==> src/rtl/ser_rate_pkg.sv <==
package ser_rate_pkg;

  typedef enum logic [1:0] {
    DIV64 = 2'd0,
    DIV16 = 2'd1,
    DIV4  = 2'd2
  } div_e;

  typedef struct packed {
    logic sync;
    logic wide;
    logic fast;
  } mode_t;

  function automatic div_e pick_div(mode_t m);
    if (m.sync || (m.wide && m.fast)) return DIV4;
    if (m.wide || m.fast)             return DIV16;
    return DIV64;
  endfunction

  // three-sample vote everywhere except the 4-slot rates
  function automatic logic use_vote(mode_t m);
    return !(m.sync || (m.wide && m.fast));
  endfunction

endpackage

==> src/rtl/rate_cfg_regs.sv <==
module rate_cfg_regs
  import ser_rate_pkg::*;
#(
  parameter int BYTE_W = 8
) (
  input  logic              clk_i,
  input  logic              rst_ni,
  input  logic              wr_lo_i,
  input  logic              wr_hi_i,
  input  logic              wr_mode_i,
  input  logic [BYTE_W-1:0] wr_data_i,
  output logic [BYTE_W-1:0] lo_o,
  output logic [BYTE_W-1:0] hi_o,
  output mode_t             mode_o,
  output logic              restart_o
);

  always_ff @(posedge clk_i or negedge rst_ni) begin
    if (!rst_ni) begin
      lo_o   <= '0;
      hi_o   <= '0;
      mode_o <= '0;
    end else begin
      if (wr_lo_i)   lo_o   <= wr_data_i;
      if (wr_hi_i)   hi_o   <= wr_data_i;
      if (wr_mode_i) mode_o <= mode_t'(wr_data_i[2:0]);
    end
  end

  assign restart_o = wr_lo_i | wr_hi_i | wr_mode_i;

  AST_LO_LOADS: assert property (@(posedge clk_i) disable iff (!rst_ni)
    wr_lo_i |=> lo_o == $past(wr_data_i));

  AST_HI_LOADS: assert property (@(posedge clk_i) disable iff (!rst_ni)
    wr_hi_i |=> hi_o == $past(wr_data_i));

endmodule

==> src/rtl/rate_divider.sv <==
module rate_divider #(
  parameter int CNT_W = 16,
  parameter int PS_W  = 6
) (
  input  logic             clk_i,
  input  logic             rst_ni,
  input  logic             restart_i,
  input  logic [CNT_W-1:0] reload_i,
  input  logic [PS_W-1:0]  pmax_i,
  output logic             zero_o,
  output logic             stb_o,
  output logic             tick_o,
  output logic [PS_W-1:0]  ps_o
);

  logic [CNT_W-1:0] cnt_q;
  logic [PS_W-1:0]  ps_q;
  logic             hit;

  assign zero_o = (reload_i == '0);
  assign hit    = !zero_o && (cnt_q == reload_i);

  always_ff @(posedge clk_i or negedge rst_ni) begin
    if (!rst_ni) begin
      cnt_q <= '0;
      ps_q  <= '0;
    end else if (restart_i || zero_o) begin
      cnt_q <= '0;
      ps_q  <= '0;
    end else if (hit) begin
      cnt_q <= '0;
      ps_q  <= (ps_q == pmax_i) ? '0 : ps_q + 1'b1;
    end else begin
      cnt_q <= cnt_q + 1'b1;
    end
  end

  assign stb_o  = hit;
  assign tick_o = hit && (ps_q == pmax_i);
  assign ps_o   = ps_q;

  AST_CNT_IN_RANGE: assert property (@(posedge clk_i) disable iff (!rst_ni)
    cnt_q <= reload_i);

  AST_PS_IN_RANGE: assert property (@(posedge clk_i) disable iff (!rst_ni)
    ps_q <= pmax_i);

  AST_RESTART_CLEARS: assert property (@(posedge clk_i) disable iff (!rst_ni)
    restart_i |=> (cnt_q == '0) && (ps_q == '0));

  AST_TICK_ON_STB: assert property (@(posedge clk_i) disable iff (!rst_ni)
    tick_o |-> stb_o);

endmodule

==> src/rtl/rx_vote_sampler.sv <==
module rx_vote_sampler #(
  parameter int PS_W = 6
) (
  input  logic            clk_i,
  input  logic            rst_ni,
  input  logic            stb_i,
  input  logic            tick_i,
  input  logic [PS_W-1:0] ps_i,
  input  logic [PS_W-1:0] mid_i,
  input  logic            vote_i,
  input  logic            rx_i,
  output logic            bit_o,
  output logic            vld_o
);

  logic s_early, s_mid, s_late;
  logic maj;

  assign maj = (s_early & s_mid) | (s_early & s_late) | (s_mid & s_late);

  always_ff @(posedge clk_i or negedge rst_ni) begin
    if (!rst_ni) begin
      s_early <= 1'b0;
      s_mid   <= 1'b0;
      s_late  <= 1'b0;
      bit_o   <= 1'b0;
      vld_o   <= 1'b0;
    end else begin
      if (stb_i && ps_i == mid_i - 1'b1) s_early <= rx_i;
      if (stb_i && ps_i == mid_i)        s_mid   <= rx_i;
      if (stb_i && ps_i == mid_i + 1'b1) s_late  <= rx_i;
      if (tick_i) bit_o <= vote_i ? maj : s_mid;
      vld_o <= tick_i;
    end
  end

  AST_VLD_AFTER_TICK: assert property (@(posedge clk_i) disable iff (!rst_ni)
    tick_i |=> vld_o);

  AST_VLD_NEEDS_TICK: assert property (@(posedge clk_i) disable iff (!rst_ni)
    vld_o |-> $past(tick_i));

  AST_BIT_HOLDS: assert property (@(posedge clk_i) disable iff (!rst_ni)
    !$past(tick_i) |-> $stable(bit_o));

endmodule

==> src/rtl/ser_rate_gen.sv <==
module ser_rate_gen
  import ser_rate_pkg::*;
#(
  parameter int BYTE_W = 8,
  parameter int PS_W   = 6
) (
  input  logic              clk_i,
  input  logic              rst_ni,
  input  logic              wr_lo_i,
  input  logic              wr_hi_i,
  input  logic              wr_mode_i,
  input  logic [BYTE_W-1:0] wr_data_i,
  input  logic              rx_i,
  output logic              sample_stb_o,
  output logic              bit_tick_o,
  output logic              bad_cfg_o,
  output logic              rx_bit_o,
  output logic              rx_bit_vld_o
);

  localparam int CNT_W = 2 * BYTE_W;

  logic [BYTE_W-1:0] lo, hi;
  mode_t             mode;
  logic              restart;
  logic [CNT_W-1:0]  reload;
  logic [PS_W-1:0]   pmax, mid, ps;
  logic              vote;

  rate_cfg_regs #(.BYTE_W(BYTE_W)) u_regs (
    .clk_i     (clk_i),
    .rst_ni    (rst_ni),
    .wr_lo_i   (wr_lo_i),
    .wr_hi_i   (wr_hi_i),
    .wr_mode_i (wr_mode_i),
    .wr_data_i (wr_data_i),
    .lo_o      (lo),
    .hi_o      (hi),
    .mode_o    (mode),
    .restart_o (restart)
  );

  // high byte only counts in wide mode
  assign reload = mode.wide ? {hi, lo} : {{BYTE_W{1'b0}}, lo};

  always_comb begin
    unique case (pick_div(mode))
      DIV64:   pmax = PS_W'(63);
      DIV16:   pmax = PS_W'(15);
      default: pmax = PS_W'(3);
    endcase
  end

  assign mid  = PS_W'((int'(pmax) + 1) / 2);
  assign vote = use_vote(mode);

  rate_divider #(.CNT_W(CNT_W), .PS_W(PS_W)) u_div (
    .clk_i     (clk_i),
    .rst_ni    (rst_ni),
    .restart_i (restart),
    .reload_i  (reload),
    .pmax_i    (pmax),
    .zero_o    (bad_cfg_o),
    .stb_o     (sample_stb_o),
    .tick_o    (bit_tick_o),
    .ps_o      (ps)
  );

  rx_vote_sampler #(.PS_W(PS_W)) u_smp (
    .clk_i  (clk_i),
    .rst_ni (rst_ni),
    .stb_i  (sample_stb_o),
    .tick_i (bit_tick_o),
    .ps_i   (ps),
    .mid_i  (mid),
    .vote_i (vote),
    .rx_i   (rx_i),
    .bit_o  (rx_bit_o),
    .vld_o  (rx_bit_vld_o)
  );

  AST_ZERO_QUIET: assert property (@(posedge clk_i) disable iff (!rst_ni)
    bad_cfg_o |-> !sample_stb_o && !bit_tick_o);

  AST_STB_NOT_BACK_TO_BACK_WIDE: assert property (@(posedge clk_i) disable iff (!rst_ni)
    (sample_stb_o && reload > 1 && !restart) |=> !sample_stb_o);

endmodule

==> config.mk <==
export PLATFORM = sky130hd
export DESIGN_NAME = ser_rate_gen
export DESIGN_NICKNAME = d
export VERILOG_FILES = /design/src/rtl/ser_rate_pkg.sv /design/src/rtl/rate_cfg_regs.sv /design/src/rtl/rate_divider.sv /design/src/rtl/rx_vote_sampler.sv /design/src/rtl/ser_rate_gen.sv
export SDC_FILE = /design/constraint.sdc
export NUM_CORES = 1
export LEC_CHECK = 0
export CORE_MARGIN = 2
export CORE_UTILIZATION = 40
export CTS_CLUSTER_SIZE = 8
export DETAILED_ROUTE_END_ITERATION = 7
export PLACE_DENSITY_LB_ADDON = 0.2
export SLEW_MARGIN = 25
export SYNTH_ARGS = -nofsm -noshare
export SYNTH_HDL_FRONTEND = slang
export SYNTH_SLANG_ARGS = --single-unit
==> constraint.sdc <==
create_clock -name clk_i -period 2.2 [get_ports clk_i]
set_input_delay 0.33 -clock clk_i [delete_from_list [all_inputs] [get_ports clk_i]]
set_output_delay 0.33 -clock clk_i [all_outputs]
set_load 0.02 [all_outputs]
==> out/metrics.yaml <==
outcome: "finished with violations"
violations: "negative setup slack"
ioPinCount: 19
r2r_start: "u_regs.mode_o[1]$_DFFE_PN0P_"
drv_slew: 0
drive_gt1_share_pct: 36.05
finalClockSkew_ns: 0.009383
r2r_end: "u_div.ps_o[5]$_DFFE_PN0P_"
num_vias: 2057
cpMaxStageDelayCell: "dfrtp_2"
start_util_pct: 41.40
period_needed_ns: 2.242
ys_ff_latch: 46
p_leak_nw: 1.413
cpLargestDelayFamily: "flip-flops"
max_cap_viol_count: 0
synthDistinctLibCells: 52
rsz0062_at_grt: "true"
drc_errors: 0
max_stage_delay_ns: 0.45
place.gp.congestion: 0.8361
area_delta_synth_final_pct: 30.10
clk_latency_ns: 0.31
setup_viol: 1
syn_nets: 262
crit_fanout: 5
first_pass_iters: 4
crit_path_end_kind: "output pin"
tightest_slew_ns: 0.4392
vdd_drop_max_mv: 0.3992
relSlewSlack_pct: 70.72
htreeDepth: 2
cp_data_arrival_time_ns: 1.91
wl_um: 6150
antenna_cells: 0
syn_inst: 246
yosys_warnings: 0
start_kind: "flop"
antenna_found_initial: 0
port_buffers: 18
cp_cell_sequence: "buf_4 -> o21ai_0 -> a2bb2oi_1 -> a211oi_2 -> nand4_2 -> nor3_4 -> buf_6"
clock_path_buffers: 2
r2r_setup_slack_ns: 0.10
fin_cells: 396
cts_made_buffers: 5
clk_pin_slew_worst_paths_ns: 0.10
grt_usage_pct: 18.36
setup_tns_ns: -0.04196
postRouteAntennaNets: 0
netlist_area_um2: 2644
grt_pass1_wl_um: 10380
rows: 29
die_h_um: 85.30
core_um2: 6386
wl_per_cell_um: 15.53
grt_max_degree: 30
fin_nets: 334
cts_tree: "yes"
p_per_area_nw_per_um2: 540.0
hold_violations: 0
die_w_um: 85.30
grt-ovfl-total: 0
via_per_inst: 5.194
cts_sinks: 46
hold_ws_ns: 0.4787
syn_avg_cell_area_um2: 10.75
die_area_um2: 7276
ff2ff_path_depth: 8
yosysSeqAreaShare_pct: 43.54
hp-class: "in -> async"
post-dp-hpwl_um: 4630
cts_root_buffer: "clkbuf_8"
fmax_ghz: 0.4460
cp.required_ns: 1.87
finalWorstSetupSlack_ns: -0.04196
criticalPathCategory: "reg -> out"
n_fill_cell: 594
first_iter_violations: 127
grt_pass1_vias: 2075
place_inst: 382
worst-path-buf-inv: 2
post-route-period-util_pct: 101.9
cells in the final DEF, fill, tap and decap left out, types with 3 or more instances in the layout:
master / count
buf_4: 57
o31ai_1: 3
clkbuf_8: 5
mux2_2: 19
inv_1: 4
nand3_1: 10
nor2_1: 15
a2bb2oi_1: 3
a21oi_1: 8
and2_1: 3
dfrtp_1: 44
nand4b_1: 3
nand2_1: 14
xor2_1: 10
clkdlybuf4s50_1: 14
nand4_1: 11
xnor2_1: 17
buf_6: 3
mux2_1: 4
o21ai_1: 3
o21ai_0: 5
nor2_4: 9
and3_1: 4
layout make-up:
class                   instances  area (um2)  share of cell area, %
well taps                      77       96.34                  2.801
clock inverters                 3       45.04                  1.310
repair buffers                 78       648.1                  18.84
inverters                       4       15.01                 0.4365
clock buffers                   5       68.82                  2.001
flip-flops and latches         46        1154                  33.54
multi-input cells             183        1413                  41.07
flip-flops by register name, indices dropped and copies added (netlist names):
name and flops:
u_regs.hi_o 8, u_smp.s_late 1, u_regs.lo_o 8, u_smp.s_early 1, u_regs.mode_o 3, u_div.ps_o 6, u_div.cnt_q 16, u_smp.vld_o 1
u_smp.s_mid 1, u_smp.bit_o 1
worst max path at each step:
stage / from / end / slack (ns) / depth (start not counted)
2_1_floorplan: u_regs.mode_o[1]$_DFFE_PN0P_ / u_smp.bit_o$_DFFE_PN0P_ / 0.10 / 8
3_3_place_gp: u_div.cnt_q[12]$_DFF_PN0_ / bit_tick_o / -0.15 / 6
3_5_place_dp: u_regs.mode_o[1]$_DFFE_PN0P_ / bit_tick_o / -0.17 / 7
6_report: u_regs.mode_o[1]$_DFFE_PN0P_ / bit_tick_o / -0.04 / 7
4_1_cts: u_div.cnt_q[12]$_DFF_PN0_ / bit_tick_o / -0.05 / 6
5_1_grt: u_div.cnt_q[12]$_DFF_PN0_ / bit_tick_o / -0.17 / 6
synth_stat cells (all sizes together):
cell type,n,share of area [%]
a211oi,1,0.47
a21boi,3,0.85
a21oi,8,1.5
a22o,2,0.66
a22oi,1,0.28
a2bb2oi,3,0.99
a31o,1,0.33
and2,3,0.71
and3,5,1.2
and4,3,0.99
and4bb,1,0.47
buf,7,2.6
clkbuf,6,0.85
dfrtp,46,44
ha,2,0.95
inv,4,0.57
mux2,23,9.8
mux2i,1,0.38
nand2,15,2.4
nand2b,1,0.24
nand3,10,1.9
nand3b,1,0.28
nand4,12,3.1
nand4b,3,0.99
nor2,26,6.3
nor3,3,0.76
nor3b,1,0.28
nor4,5,1.8
o211ai,2,0.57
o21ai,8,1.5
o22a,1,0.33
o22ai,1,0.24
o311a,1,0.38
o31ai,3,0.85
o41ai,1,0.62
or2,1,0.24
or3,2,0.47
or4,2,0.57
xnor2,17,5.6
xor2,10,3.3
kinds of logic (layout without fill, tap and decap cells):
group | after synthesis | in the layout | share of synthesized area, %
flip-flops | 46 | 46 | 43.54
XOR/XNOR | 27 | 27 | 8.944
AND/OR/NAND/NOR | 94 | 94 | 22.72
adder cells (fa/ha/maj) | 2 | 2 | 0.9464
AO/OA/AOI/OAI | 36 | 36 | 9.607
multiplexers | 24 | 24 | 10.18
buffers and inverters | 17 | 90 | 4.070
through the flow:
step	power, mW	instance area [um2]	util, %	worst slack (ns)
floorplan	1.077	2644	-	0.1030
detailed placement	1.215	3241	50.74	-0.1746
CTS	1.871	3392	53.12	-0.04878
global placement	1.208	3241	50.74	-0.1514
global route	1.945	3440	53.86	-0.1696
finish	1.857	3440	53.86	-0.04196
power by group:
part	leakage (nW)	switching, mW	internal, mW
Clock	0.0504	0.309	0.338
Combinational	0.773	0.124	0.161
Sequential	0.589	0.0408	0.884
routing by layer:
metal | up-vias | track usage (%) | wire [um]
met2 | 26 | 29.05 | 2832
li1 | 1041 | - | -
met3 | 8 | 3.016 | 180
met4 | 0 | 4.762 | 71
met5 | - | 0 | 0
met1 | 982 | 26.22 | 3066
what timing repair did:
action / 4_1_cts / 5_1_grt
pin swaps: 2 / 2
buffers inserted: 3 / 2
endpoints found under the hold margin: 17 / 0
setup endpoints to repair: 3 / 23
resized for setup: 15 / 9
hold buffers: 1 / 0
(Power assumes the default switching activity.)
